<file path="src/rtl/mst_pkg.sv">
package mst_pkg;

  // Outcome of the request presented in the current cycle
  typedef enum logic [2:0] {
    REQ_NONE  = 3'd0,
    REQ_HIT   = 3'd1,
    REQ_ALLOC = 3'd2,
    REQ_MERGE = 3'd3,
    REQ_STALL = 3'd4
  } req_kind_e;

  function automatic int unsigned idx_width(input int unsigned n);
    return (n > 1) ? $clog2(n) : 1;
  endfunction

endpackage

</file>
<file path="src/rtl/mst_entry.sv">
module mst_entry
  import mst_pkg::*;
#(
  parameter int unsigned LINE_W = 16,
  parameter int unsigned WORDS  = 4,
  parameter int unsigned REG_W  = 5,
  localparam int unsigned WI_W  = idx_width(WORDS)
) (
  input  logic                         clk,
  input  logic                         rst_n,
  input  logic                         alloc_en,
  input  logic [LINE_W-1:0]            alloc_line,
  input  logic                         claim_en,
  input  logic [WI_W-1:0]              claim_word,
  input  logic [REG_W-1:0]             claim_reg,
  input  logic                         free_en,
  output logic                         valid_o,
  output logic [LINE_W-1:0]            line_o,
  output logic [WORDS-1:0]             claimed_o,
  output logic [WORDS-1:0][REG_W-1:0]  regs_o
);

  logic                        valid_q, valid_n;
  logic [LINE_W-1:0]           line_q, line_n;
  logic [WORDS-1:0]            claimed_q, claimed_n;
  logic [WORDS-1:0][REG_W-1:0] regs_q, regs_n;
  logic                        upd_en;

  assign upd_en = alloc_en | claim_en | free_en;

  always_comb begin
    valid_n   = valid_q;
    line_n    = line_q;
    claimed_n = claimed_q;
    regs_n    = regs_q;
    if (free_en) begin
      valid_n   = 1'b0;
      claimed_n = '0;
    end
    if (alloc_en) begin
      valid_n   = 1'b1;
      line_n    = alloc_line;
      claimed_n = '0;
    end
    if (claim_en) begin
      claimed_n[claim_word] = 1'b1;
      regs_n[claim_word]    = claim_reg;
    end
  end

  always_ff @(posedge clk or negedge rst_n) begin
    if (!rst_n) begin
      valid_q   <= 1'b0;
      line_q    <= '0;
      claimed_q <= '0;
      regs_q    <= '0;
    end else if (upd_en) begin
      valid_q   <= valid_n;
      line_q    <= line_n;
      claimed_q <= claimed_n;
      regs_q    <= regs_n;
    end
  end

  assign valid_o   = valid_q;
  assign line_o    = line_q;
  assign claimed_o = claimed_q;
  assign regs_o    = regs_q;

  // an open slot stays open until its line returns
  a_r3_slot_held: assert property (@(posedge clk) disable iff (!rst_n)
    (valid_q && !free_en) |=> valid_q);

  // a joining miss never lands on a word that is already claimed
  a_r6_no_reclaim: assert property (@(posedge clk) disable iff (!rst_n)
    (claim_en && !alloc_en) |-> !claimed_q[claim_word]);

endmodule

</file>
<file path="src/rtl/mst_lookup.sv">
module mst_lookup
  import mst_pkg::*;
#(
  parameter int unsigned ENTRIES = 4,
  parameter int unsigned LINE_W  = 16,
  localparam int unsigned ID_W   = idx_width(ENTRIES)
) (
  input  logic                              clk,
  input  logic                              rst_n,
  input  logic [ENTRIES-1:0]                ent_valid,
  input  logic [ENTRIES-1:0][LINE_W-1:0]    ent_line,
  input  logic [LINE_W-1:0]                 req_line,
  output logic                              match_any,
  output logic [ID_W-1:0]                   match_idx,
  output logic                              free_any,
  output logic [ID_W-1:0]                   free_idx
);

  logic [ENTRIES-1:0] match_vec;

  for (genvar i = 0; i < ENTRIES; i++) begin : g_cmp
    assign match_vec[i] = ent_valid[i] && (ent_line[i] == req_line);
  end

  always_comb begin
    match_idx = '0;
    free_idx  = '0;
    for (int i = ENTRIES - 1; i >= 0; i--) begin
      if (match_vec[i])  match_idx = ID_W'(i);
      if (!ent_valid[i]) free_idx  = ID_W'(i);
    end
  end

  assign match_any = |match_vec;
  assign free_any  = ~&ent_valid;

  // one line is held by at most one slot
  a_r3_single_match: assert property (@(posedge clk) disable iff (!rst_n)
    $onehot0(match_vec));

endmodule

</file>
<file path="src/rtl/mst_scoreboard.sv">
module mst_scoreboard
  import mst_pkg::*;
#(
  parameter int unsigned NUM_REGS = 32,
  localparam int unsigned REG_W   = idx_width(NUM_REGS)
) (
  input  logic                clk,
  input  logic                rst_n,
  input  logic                set_en,
  input  logic [REG_W-1:0]    set_reg,
  input  logic [NUM_REGS-1:0] clr_mask,
  input  logic [REG_W-1:0]    rd_a_reg,
  output logic                rd_a_busy,
  input  logic [REG_W-1:0]    rd_b_reg,
  output logic                rd_b_busy
);

  logic [NUM_REGS-1:0] busy_q, busy_n, set_mask;
  logic                upd_en;

  always_comb begin
    set_mask = '0;
    if (set_en) set_mask[set_reg] = 1'b1;
    busy_n = (busy_q & ~clr_mask) | set_mask;
  end

  assign upd_en = set_en | (|clr_mask);

  always_ff @(posedge clk or negedge rst_n) begin
    if (!rst_n)      busy_q <= '0;
    else if (upd_en) busy_q <= busy_n;
  end

  assign rd_a_busy = busy_q[rd_a_reg];
  assign rd_b_busy = busy_q[rd_b_reg];

  // an accepted miss leaves its register empty
  a_r4_mark_empty: assert property (@(posedge clk) disable iff (!rst_n)
    set_en |=> busy_q[$past(set_reg)]);

  for (genvar g = 0; g < NUM_REGS; g++) begin : g_chk
    // a written-back register is full in the next cycle
    a_r8_mark_full: assert property (@(posedge clk) disable iff (!rst_n)
      (clr_mask[g] && !(set_en && set_reg == REG_W'(g))) |=> !busy_q[g]);
  end

endmodule

</file>
<file path="src/rtl/miss_status_table.sv">
module miss_status_table
  import mst_pkg::*;
#(
  parameter int unsigned ENTRIES  = 4,
  parameter int unsigned WORDS    = 4,
  parameter int unsigned LINE_W   = 16,
  parameter int unsigned DATA_W   = 16,
  parameter int unsigned NUM_REGS = 32,
  localparam int unsigned ID_W    = idx_width(ENTRIES),
  localparam int unsigned WI_W    = idx_width(WORDS),
  localparam int unsigned REG_W   = idx_width(NUM_REGS)
) (
  input  logic                    clk,
  input  logic                    rst_n,
  input  logic                    req_valid,
  input  logic                    req_hit,
  input  logic [LINE_W-1:0]       req_line,
  input  logic [WI_W-1:0]         req_word,
  input  logic [REG_W-1:0]        req_dst,
  output logic                    req_stall,
  input  logic [REG_W-1:0]        qry_reg,
  output logic                    qry_ready,
  output logic                    mem_req_valid,
  output logic [LINE_W-1:0]       mem_req_line,
  output logic [ID_W-1:0]         mem_req_id,
  input  logic                    fill_valid,
  input  logic [ID_W-1:0]         fill_id,
  input  logic [WORDS*DATA_W-1:0] fill_data,
  output logic [WORDS-1:0]        wb_valid,
  output logic [WORDS*REG_W-1:0]  wb_reg,
  output logic [WORDS*DATA_W-1:0] wb_data
);

  logic [ENTRIES-1:0]                         ent_valid;
  logic [ENTRIES-1:0][LINE_W-1:0]             ent_line;
  logic [ENTRIES-1:0][WORDS-1:0]              ent_claimed;
  logic [ENTRIES-1:0][WORDS-1:0][REG_W-1:0]   ent_regs;

  logic            match_any, free_any;
  logic [ID_W-1:0] match_idx, free_idx, target_idx;
  logic            dst_busy, qry_busy;
  logic            is_miss, fill_ok, fill_race, word_taken;
  req_kind_e       kind;
  logic            accept, do_alloc;
  logic [NUM_REGS-1:0] clr_mask;

  logic              mreq_valid_q, mreq_valid_n;
  logic [LINE_W-1:0] mreq_line_q;
  logic [ID_W-1:0]   mreq_id_q;

  mst_lookup #(.ENTRIES(ENTRIES), .LINE_W(LINE_W)) u_lookup (
    .clk       (clk),
    .rst_n     (rst_n),
    .ent_valid (ent_valid),
    .ent_line  (ent_line),
    .req_line  (req_line),
    .match_any (match_any),
    .match_idx (match_idx),
    .free_any  (free_any),
    .free_idx  (free_idx)
  );

  assign is_miss    = req_valid && !req_hit;
  assign fill_ok    = fill_valid && ent_valid[fill_id];
  assign fill_race  = fill_ok && match_any && (match_idx == fill_id);
  assign word_taken = ent_claimed[match_idx][req_word];

  always_comb begin
    kind = REQ_NONE;
    if (req_valid && req_hit) begin
      kind = REQ_HIT;
    end else if (is_miss) begin
      if (dst_busy)             kind = REQ_STALL;
      else if (match_any) begin
        if (word_taken || fill_race) kind = REQ_STALL;
        else                         kind = REQ_MERGE;
      end
      else if (free_any)        kind = REQ_ALLOC;
      else                      kind = REQ_STALL;
    end
  end

  assign accept     = (kind == REQ_ALLOC) || (kind == REQ_MERGE);
  assign do_alloc   = (kind == REQ_ALLOC);
  assign req_stall  = (kind == REQ_STALL);
  assign target_idx = match_any ? match_idx : free_idx;

  for (genvar i = 0; i < ENTRIES; i++) begin : g_ent
    mst_entry #(.LINE_W(LINE_W), .WORDS(WORDS), .REG_W(REG_W)) u_entry (
      .clk        (clk),
      .rst_n      (rst_n),
      .alloc_en   (do_alloc && (free_idx == ID_W'(i))),
      .alloc_line (req_line),
      .claim_en   (accept && (target_idx == ID_W'(i))),
      .claim_word (req_word),
      .claim_reg  (req_dst),
      .free_en    (fill_ok && (fill_id == ID_W'(i))),
      .valid_o    (ent_valid[i]),
      .line_o     (ent_line[i]),
      .claimed_o  (ent_claimed[i]),
      .regs_o     (ent_regs[i])
    );
  end

  // Write-back of a returned line
  for (genvar w = 0; w < WORDS; w++) begin : g_wb
    assign wb_valid[w]                  = fill_ok && ent_claimed[fill_id][w];
    assign wb_reg[w*REG_W +: REG_W]     = ent_regs[fill_id][w];
    assign wb_data[w*DATA_W +: DATA_W]  = fill_data[w*DATA_W +: DATA_W];
  end

  always_comb begin
    clr_mask = '0;
    for (int w = 0; w < WORDS; w++) begin
      if (wb_valid[w]) clr_mask[ent_regs[fill_id][w]] = 1'b1;
    end
  end

  mst_scoreboard #(.NUM_REGS(NUM_REGS)) u_sb (
    .clk       (clk),
    .rst_n     (rst_n),
    .set_en    (accept),
    .set_reg   (req_dst),
    .clr_mask  (clr_mask),
    .rd_a_reg  (qry_reg),
    .rd_a_busy (qry_busy),
    .rd_b_reg  (req_dst),
    .rd_b_busy (dst_busy)
  );

  assign qry_ready = !qry_busy;

  // Memory request register
  assign mreq_valid_n = do_alloc;

  always_ff @(posedge clk or negedge rst_n) begin
    if (!rst_n) mreq_valid_q <= 1'b0;
    else        mreq_valid_q <= mreq_valid_n;
  end

  always_ff @(posedge clk or negedge rst_n) begin
    if (!rst_n) begin
      mreq_line_q <= '0;
      mreq_id_q   <= '0;
    end else if (do_alloc) begin
      mreq_line_q <= req_line;
      mreq_id_q   <= free_idx;
    end
  end

  assign mem_req_valid = mreq_valid_q;
  assign mem_req_line  = mreq_line_q;
  assign mem_req_id    = mreq_id_q;

  // a hit never produces a memory request
  a_r9_hit_no_req: assert property (@(posedge clk) disable iff (!rst_n)
    (req_valid && req_hit) |=> !mem_req_valid);

  // full table and a new line means stall
  a_r5_full_stall: assert property (@(posedge clk) disable iff (!rst_n)
    (is_miss && !match_any && (&ent_valid)) |-> req_stall);

  // a miss racing its own slot's refill is refused
  a_r10_race_stall: assert property (@(posedge clk) disable iff (!rst_n)
    (is_miss && fill_ok && match_any && (match_idx == fill_id)) |-> req_stall);

  // each request pulse lasts one cycle unless a new line was taken
  a_r2_pulse_width: assert property (@(posedge clk) disable iff (!rst_n)
    (mem_req_valid && !do_alloc) |=> !mem_req_valid);

endmodule

</file>
<file path="config.mk">
export PLATFORM = sky130hd
export DESIGN_NAME = miss_status_table
export DESIGN_NICKNAME = d
export VERILOG_FILES = /design/src/rtl/mst_pkg.sv /design/src/rtl/mst_entry.sv /design/src/rtl/mst_lookup.sv /design/src/rtl/mst_scoreboard.sv /design/src/rtl/miss_status_table.sv
export SDC_FILE = /design/constraint.sdc
export NUM_CORES = 1
export LEC_CHECK = 0
export BUFFER_PORTS_ARGS = -buffer_cell sky130_fd_sc_hd__buf_2
export CAP_MARGIN = 20
export CORE_MARGIN = 5
export CORE_UTILIZATION = 55
export CTS_BUF_LIST = sky130_fd_sc_hd__clkbuf_16
export DETAILED_ROUTE_END_ITERATION = 10
export PLACE_DENSITY = 0.81
export SLEW_MARGIN = 40
export SYNTH_ARGS = -nofsm -noshare
export SYNTH_HDL_FRONTEND = slang
export SYNTH_SLANG_ARGS = --single-unit
</file>
<file path="constraint.sdc">
create_clock -name clk -period 3.8 [get_ports clk]
set_clock_uncertainty 0.15 [all_clocks]
set_input_delay 0.38 -clock clk [delete_from_list [all_inputs] [get_ports clk]]
set_output_delay 0.38 -clock clk [all_outputs]
set_load 0.01 [all_outputs]
</file>
==> flow_summary.toml, run 1 <==
[routing]
first_pass_iters = 7
post_dr_wirelength_cell_um = 25.2
viasPerCell = 6.57
detail-route-antenna-nets = 0
drt_drc_violations_left = 0
detail_route.iter0.violations = 946
detailroute.via_count = 9128
finalWirelength_um = 35100

[synthesis]
syn-num-nets = 1165
synthArstFlopShare_pct = 100
edff_count_synth = 0
synthesis.area_um2 = 12200
synth.ff_latch_count = 215
post_synth_num_cell_types = 64
synth.top_cells.by_count = "215 x dfrtp_1, 135 x mux2_2, 125 x nand2_1, 68 x buf_4, 48 x o22ai_1"
average_cell_area_after_synthesis_um2 = 11.4
yosysMostFrequentCell = "dfrtp_1"
synth.yosys.warnings = 0
seq_area_frac_synth_pct = 44.2
synth.area.top_cells = "dfrtp_1 44%, mux2_2 12%, mux4_2 8.3%"
synth-main-ff-cell = "dfrtp_1"
postSynthCellCount = 1066
yosysTopAreaCell = "dfrtp_1"
synth_top_area_share_pct = 44.2

[setup_path]
critPathMaxFanout = 3
regToRegEndpoint = "g_ent[3].u_entry.regs_o[1]$_DFFE_PN0P_"
worstSetupPathType = "reg -> out"
slowest_delay_ps = 580
crit_required_ps = 3270
worst_setup_path_end_kind = "primary output"
critPathArrivalTime_ps = 3410
timing.critical_path.slowest_stage_cell = "or4_4"
r2r-start = "g_ent[2].u_entry.line_o[6]$_DFFE_PN0P_"
reg2reg_setup_slack_ps = -50
timing.critical_path.from_type = "flip-flop"
worstPathCellList = "xor2_1 > nor4_2 > nand3_1 > or4_4 > mux2_4 > a221oi_4 > a211oi_2 > o21ai_2 > buf_12 > a31oi_4 > buf_6"
rr_worst_depth = 13

[place]
post-place-cells = 1335
portBuffers = 79
place_hpwl_um = 24600
globalplace.congestion = 1.00
placedInstanceArea_um2 = 12500

[sta]
final_critical_path_setup_slack_ps = -139
relSlewSlack_pct = 50.3
fmax_ghz = 0.254
timing_worst_slew_pin_value_ps = 746
report.final.slew_viol_count = 0
worst_hold_slack_ps = 30.5
hold_viol = 0
report.final.setup_viol = 8
final.setup.tns_ps = -361
period_share_pct = 104
period_minus_slack_ps = 3940
rsz0062_at_grt = "true"

[pwr]
power.switching_fraction_pct = 35.6
pwr-share-seq_pct = 41.3
power.ir.vdd_worst_mv = 0.359
leakage_nw = 5.90
totalPowerFinal_w = 0.00944
share_clk_of_total_power_pct = 24.0
p_int_w = 0.00608
powerDensity_nw_per_um2 = 701
combPwrFrac_pct = 34.8
power_switching_w = 0.00336

[floorplanning]
io_pins = 208
fp.dieW_um = 159
floorplan.initialDensity_pct = 55.7
core-area_um2 = 21800
chipHeight_um = 159
floorplan.die_area_um2 = 25200
core.rowCount = 54

[cts]
later_pin_clock_latency_in_the_skew_report_ps = 520
cts_buffer_depth = 3
max_h_tree_level = 1
tritoncts = "done"
cts-buffers-inserted = 24
cts.reportedPaths.clkPinSlew_ps = 60
clock_sink_count = 215
clock-root-buffer = "clkbuf_16"

[run_status]
violations = "negative setup slack"
run_status = "complete, but fails checks"

[global_route]
via_count_of_the_first_global_routing_pass = 9490
largest_net_degree_at_the_start_of_global_routing = 90
grt_overflow = 0
global_route.usage.total_pct = 27.2
initial_antenna_violation_count = 0
grt_pass1_wl_um = 55500

[finish]
fillers = 1659
final_cell_count_no_fill = 1390
flow.area_growth_from_synthesis_pct = 10.7
num-nets-final = 1190
multiInputGateArea_um2 = 6000
final-seq-area_um2 = 5380
final_area_um2 = 13500
share_of_final_layout_standard_cells_stronger_than_drive_strength_1_pct = 34.8

[min_path]
holdCritStartpoint = "req_line[6]"
hold_path_class = "in -> reg"
whs_path_depth = 3
hold-path-endpoint = "mem_req_line[6]$_DFFE_PN0P_"

[run]
drv_cap = 0
state kept, by name, indices dropped and copies added (netlist names):
signal                   flops
g_ent.u_entry.regs_o        80
g_ent.u_entry.line_o        64
u_sb.busy_q                 32
g_ent.u_entry.claimed_o     16
mem_req_line                16
g_ent.u_entry.valid_o        4
mem_req_id                   2
mem_req_valid                1
final cells by class:
type                       count  area share, %
antenna                        1         0.0186
clock buffer                  25           4.65
clock inverter                19           1.09
inverter                      14          0.390
multi-input combinational    706           44.5
sequential                   215           40.0
tap                          280           2.60
timing repair buffer         130           6.75
timing repair:
action	CTS	global route
hold buffers	1	0
gates resized for setup	3	8
buffers inserted	8	2
endpoints found under the setup margin	1	103
pin swaps	6	8
endpoints found under the hold margin	87	0
cloned	1	0
routing by layer:
metal	global-route usage, %	wire length (um)	vias to the layer above
met4	12.1	1520	0
li1	-	-	3896
met2	41.8	16200	571
met3	5.78	3490	159
met1	37.5	13900	4502
met5	0	0	-
worst max-delay path by stage:
stage	startpoint	end
after floorplan	req_dst[1]	g_ent[3].u_entry.line_o[10]$_DFFE_PN0P_
after global placement	req_line[6]	g_ent[2].u_entry.regs_o[13]$_DFFE_PN0P_
after detailed placement	req_line[6]	g_ent[2].u_entry.regs_o[14]$_DFFE_PN0P_
after CTS	g_ent[2].u_entry.line_o[8]$_DFFE_PN0P_	req_stall
after global routing	g_ent[2].u_entry.line_o[6]$_DFFE_PN0P_	req_stall
final	g_ent[2].u_entry.line_o[6]$_DFFE_PN0P_	req_stall
cell usage in the layout (no fill, tap or decap), types with 3 or more instances in the layout:
master       n
o221ai_1    22
nand2b_1    16
and3_1      10
o21ai_0     24
and2_1       7
o22ai_1     48
nand4_4     12
or3_1        9
mux4_2      45
nand3_1     21
buf_12       9
inv_1       15
xnor2_1     21
nand2_1    125
nor4_1       9
a21oi_1      9
nand4_1     14
clkinv_1     6
nand4b_1     4
mux2_1      11
nor2_1      31
mux2_2     134
clkinv_2     7
nor2b_1     14
buf_4       41
a211oi_1     3
buf_2       77
clkbuf_16   25
a21o_1       5
dfrtp_1    215
nor3_1       8
o2111ai_1    4
xor2_1      43
nand3b_1     3
nor3_2       3
or2_2       11
through the flow:
step           worst slack [ps]  utilization [%]
2_1_floorplan               209                -
3_3_place_gp               83.2             57.5
3_5_place_dp              -36.7             57.5
4_1_cts                   -63.7             61.6
5_1_grt                    -234             61.7
6_report                   -139             61.7
logic make-up (layout without fill, tap and decap cells):
| family | count (synthesis) | after routing | share of synthesized area [%] |
|---|---|---|---|
| and+or+nand+nor | 307 | 307 | 14.0 |
| DFF | 215 | 215 | 44.2 |
| muxes | 193 | 193 | 22.1 |
| buffers and inverters | 145 | 188 | 6.99 |
| AOI/OAI and AO/OA | 142 | 142 | 8.12 |
| xor gates and xnor gates | 64 | 64 | 4.61 |
| other | 0 | 1 | 0 |
power by group through the flow:
| stage | Clock, W | Sequential, W | Combinational (W) |
|---|---|---|---|
| 3_5_place_dp | 0 | 0.00389 | 0.00317 |
| 6_report | 0.00226 | 0.00389 | 0.00328 |
| 2_1_floorplan | 0 | 0.00368 | 0.00227 |
| 5_1_grt | 0.00240 | 0.00398 | 0.00352 |
| 4_1_cts | 0.00229 | 0.00387 | 0.00321 |
| 3_3_place_gp | 0 | 0.00384 | 0.00309 |
critical path, delay by kind of cell, from the launching register on:
family | cells | cell delay, ps
buf+inv | 2 | 270
xor+xnor | 1 | 160
compound gates | 4 | 670
simple gates | 3 | 1060
mux | 1 | 350
flops | 1 | 390
(Power assumes the default switching activity.)
==> inputs of run 2 (changes only) <==
SETUP_SLACK_MARGIN = 0.3   (was not set)
==> run 2 against run 1 <==
The flow still finishes with violations (negative setup slack); final area is 4.0% higher; register-to-register slack better by 160 ps; via count is 0.76% higher; combinational power is 7.3% higher; clock-buffer cell count stayed put; total power is 5.9% higher; critical path type unchanged; critical endpoint unchanged; largest cell class unchanged.
==> flow_summary.toml, run 2 (synthesis results as in run 1) <==
[run_status]
run_status = "complete, but fails checks"
violations = "negative setup slack"

[routing]
detail-route-antenna-nets = 0
detail_route.iter0.violations = 899
post_dr_wirelength_cell_um = 25.3
drt_drc_violations_left = 0
viasPerCell = 6.58
detailroute.via_count = 9197
first_pass_iters = 5
finalWirelength_um = 35400

[setup_path]
crit_required_ps = 3270
critPathArrivalTime_ps = 3320
timing.critical_path.from_type = "flip-flop"
worst_setup_path_end_kind = "primary output"
worstSetupPathType = "reg -> out"
critPathMaxFanout = 4

[floorplanning]
core-area_um2 = 21800
floorplan.initialDensity_pct = 55.7
core.rowCount = 54
io_pins = 208
fp.dieW_um = 159
chipHeight_um = 159
floorplan.die_area_um2 = 25200

[finish]
flow.area_growth_from_synthesis_pct = 15.2
final_common_cell = "dfrtp_1"
share_of_final_layout_standard_cells_stronger_than_drive_strength_1_pct = 38.2
fillers = 1563
largest_register_ff_count = 80
antenna-diode-count = 0
num-nets-final = 1199
most_frequent_cells_in_the_layout = "215 x dfrtp_1, 119 x nand2_1, 81 x mux2_2"
post_route_utilization_pct = 64.2

[sta]
hold_viol = 0
fmax_ghz = 0.260
final.setup.tns_ps = -49.8
report.final.setup_viol = 1
rsz0062_at_grt = "true"
worst_hold_slack_ps = 38.0
final_critical_path_setup_slack_ps = -49.8
relSlewSlack_pct = 51.9
report.final.slew_viol_count = 0
period_minus_slack_ps = 3850
timing_worst_slew_pin_value_ps = 715
period_share_pct = 101

[global_route]
grt_util_met2_pct = 41.2
grt_overflow = 0
global_route.usage.total_pct = 26.2
top_usage_layer = "met2"
via_count_of_the_first_global_routing_pass = 9289
largest_net_degree_at_the_start_of_global_routing = 86
grt_pass1_wl_um = 53900
initial_antenna_violation_count = 1
use_met1_pct = 36.1
grtUsageMet3_pct = 5.29

[pwr]
power.ir.vdd_worst_mv = 0.337
totalPowerFinal_w = 0.00999
leakage_nw = 6.30
powerDensity_nw_per_um2 = 713

[cts]
clock_sink_count = 215
later_pin_clock_latency_in_the_skew_report_ps = 520
cts-buffers-inserted = 24
max_h_tree_level = 1
clock-root-buffer = "clkbuf_16"
cts.reportedPaths.clkPinSlew_ps = 60
cts_buffer_depth = 3
tritoncts = "done"

[run]
drv_cap = 0

[place]
portBuffers = 79
place_hpwl_um = 24100
globalplace.congestion = 1.01

[min_path]
hold_path_class = "in -> reg"
## run 2: final cells by class
type / instances / area (um^2) / share of cell area, %
sequential: 215 / 5380 / 38.4
multi-input combinational: 706 / 6320 / 45.2
timing repair buffer: 139 / 1020 / 7.29
inverter: 14 / 52.6 / 0.375
tap: 280 / 350 / 2.50
clock buffer: 25 / 626 / 4.47
clock inverter: 19 / 253 / 1.80
## run 2: metal layers
layer / up-vias / wire (um)
met5: - / 10
met4: 2 / 1460
met3: 150 / 3270
met2: 540 / 16500
met1: 4592 / 14100
li1: 3913 / -
## run 2: through the flow
stage,worst slack [ps],instances,area (um^2)
2_1_floorplan,343,1066,12200
3_3_place_gp,30.6,1342,12600
3_5_place_dp,-16.8,1342,12600
4_1_cts,6.58,1389,13500
5_1_grt,-184,1398,14000
6_report,-49.8,1398,14000
## run 2: path summary, 6_finish.rpt
kind	start	end	slack (ps)	depth (start not counted)
worst max-delay path	g_ent[2].u_entry.line_o[6]$_DFFE_PN0P_	req_stall	-50	11
worst min-delay path	req_line[0]	mem_req_line[0]$_DFFE_PN0P_	40	3
worst max register to register	g_ent[2].u_entry.line_o[6]$_DFFE_PN0P_	g_ent[2].u_entry.regs_o[1]$_DFFE_PN0P_	110	13
worst min register to register	mem_req_line[0]$_DFFE_PN0P_	mem_req_line[0]$_DFFE_PN0P_	320	2
max in group asynchronous	rst_n	g_ent[1].u_entry.regs_o[5]$_DFFE_PN0P_	2140	3
min in group asynchronous	rst_n	mem_req_line[8]$_DFFE_PN0P_	330	2
## run 2: timing repair
item | CTS | global route
buffers inserted | 2 | 8
cloned | 0 | 1
endpoints found under the hold margin | 82 | 0
gates resized for setup | 4 | 113
hold buffers | 1 | 0
setup endpoints to repair | 96 | 120
pin swaps | 3 | 17
## run 2: where the power goes
part           switching, W  total (W)  internal, W
sequential         0.000696    0.00392      0.00322
combinational       0.00179    0.00352      0.00173
clock              0.000948    0.00255      0.00160
total               0.00344    0.00999      0.00655
## run 2: critical path, cell delays in order, from the launching register on
cell      delay (ps)
dfrtp_1          400
xor2_2           170
nor4_4           300
nand3_1          140
or4_4            590
mux2_4           330
a221oi_4         250
a211oi_2          60
o21ai_2          180
a31oi_1          110
buf_4            160
buf_6            110
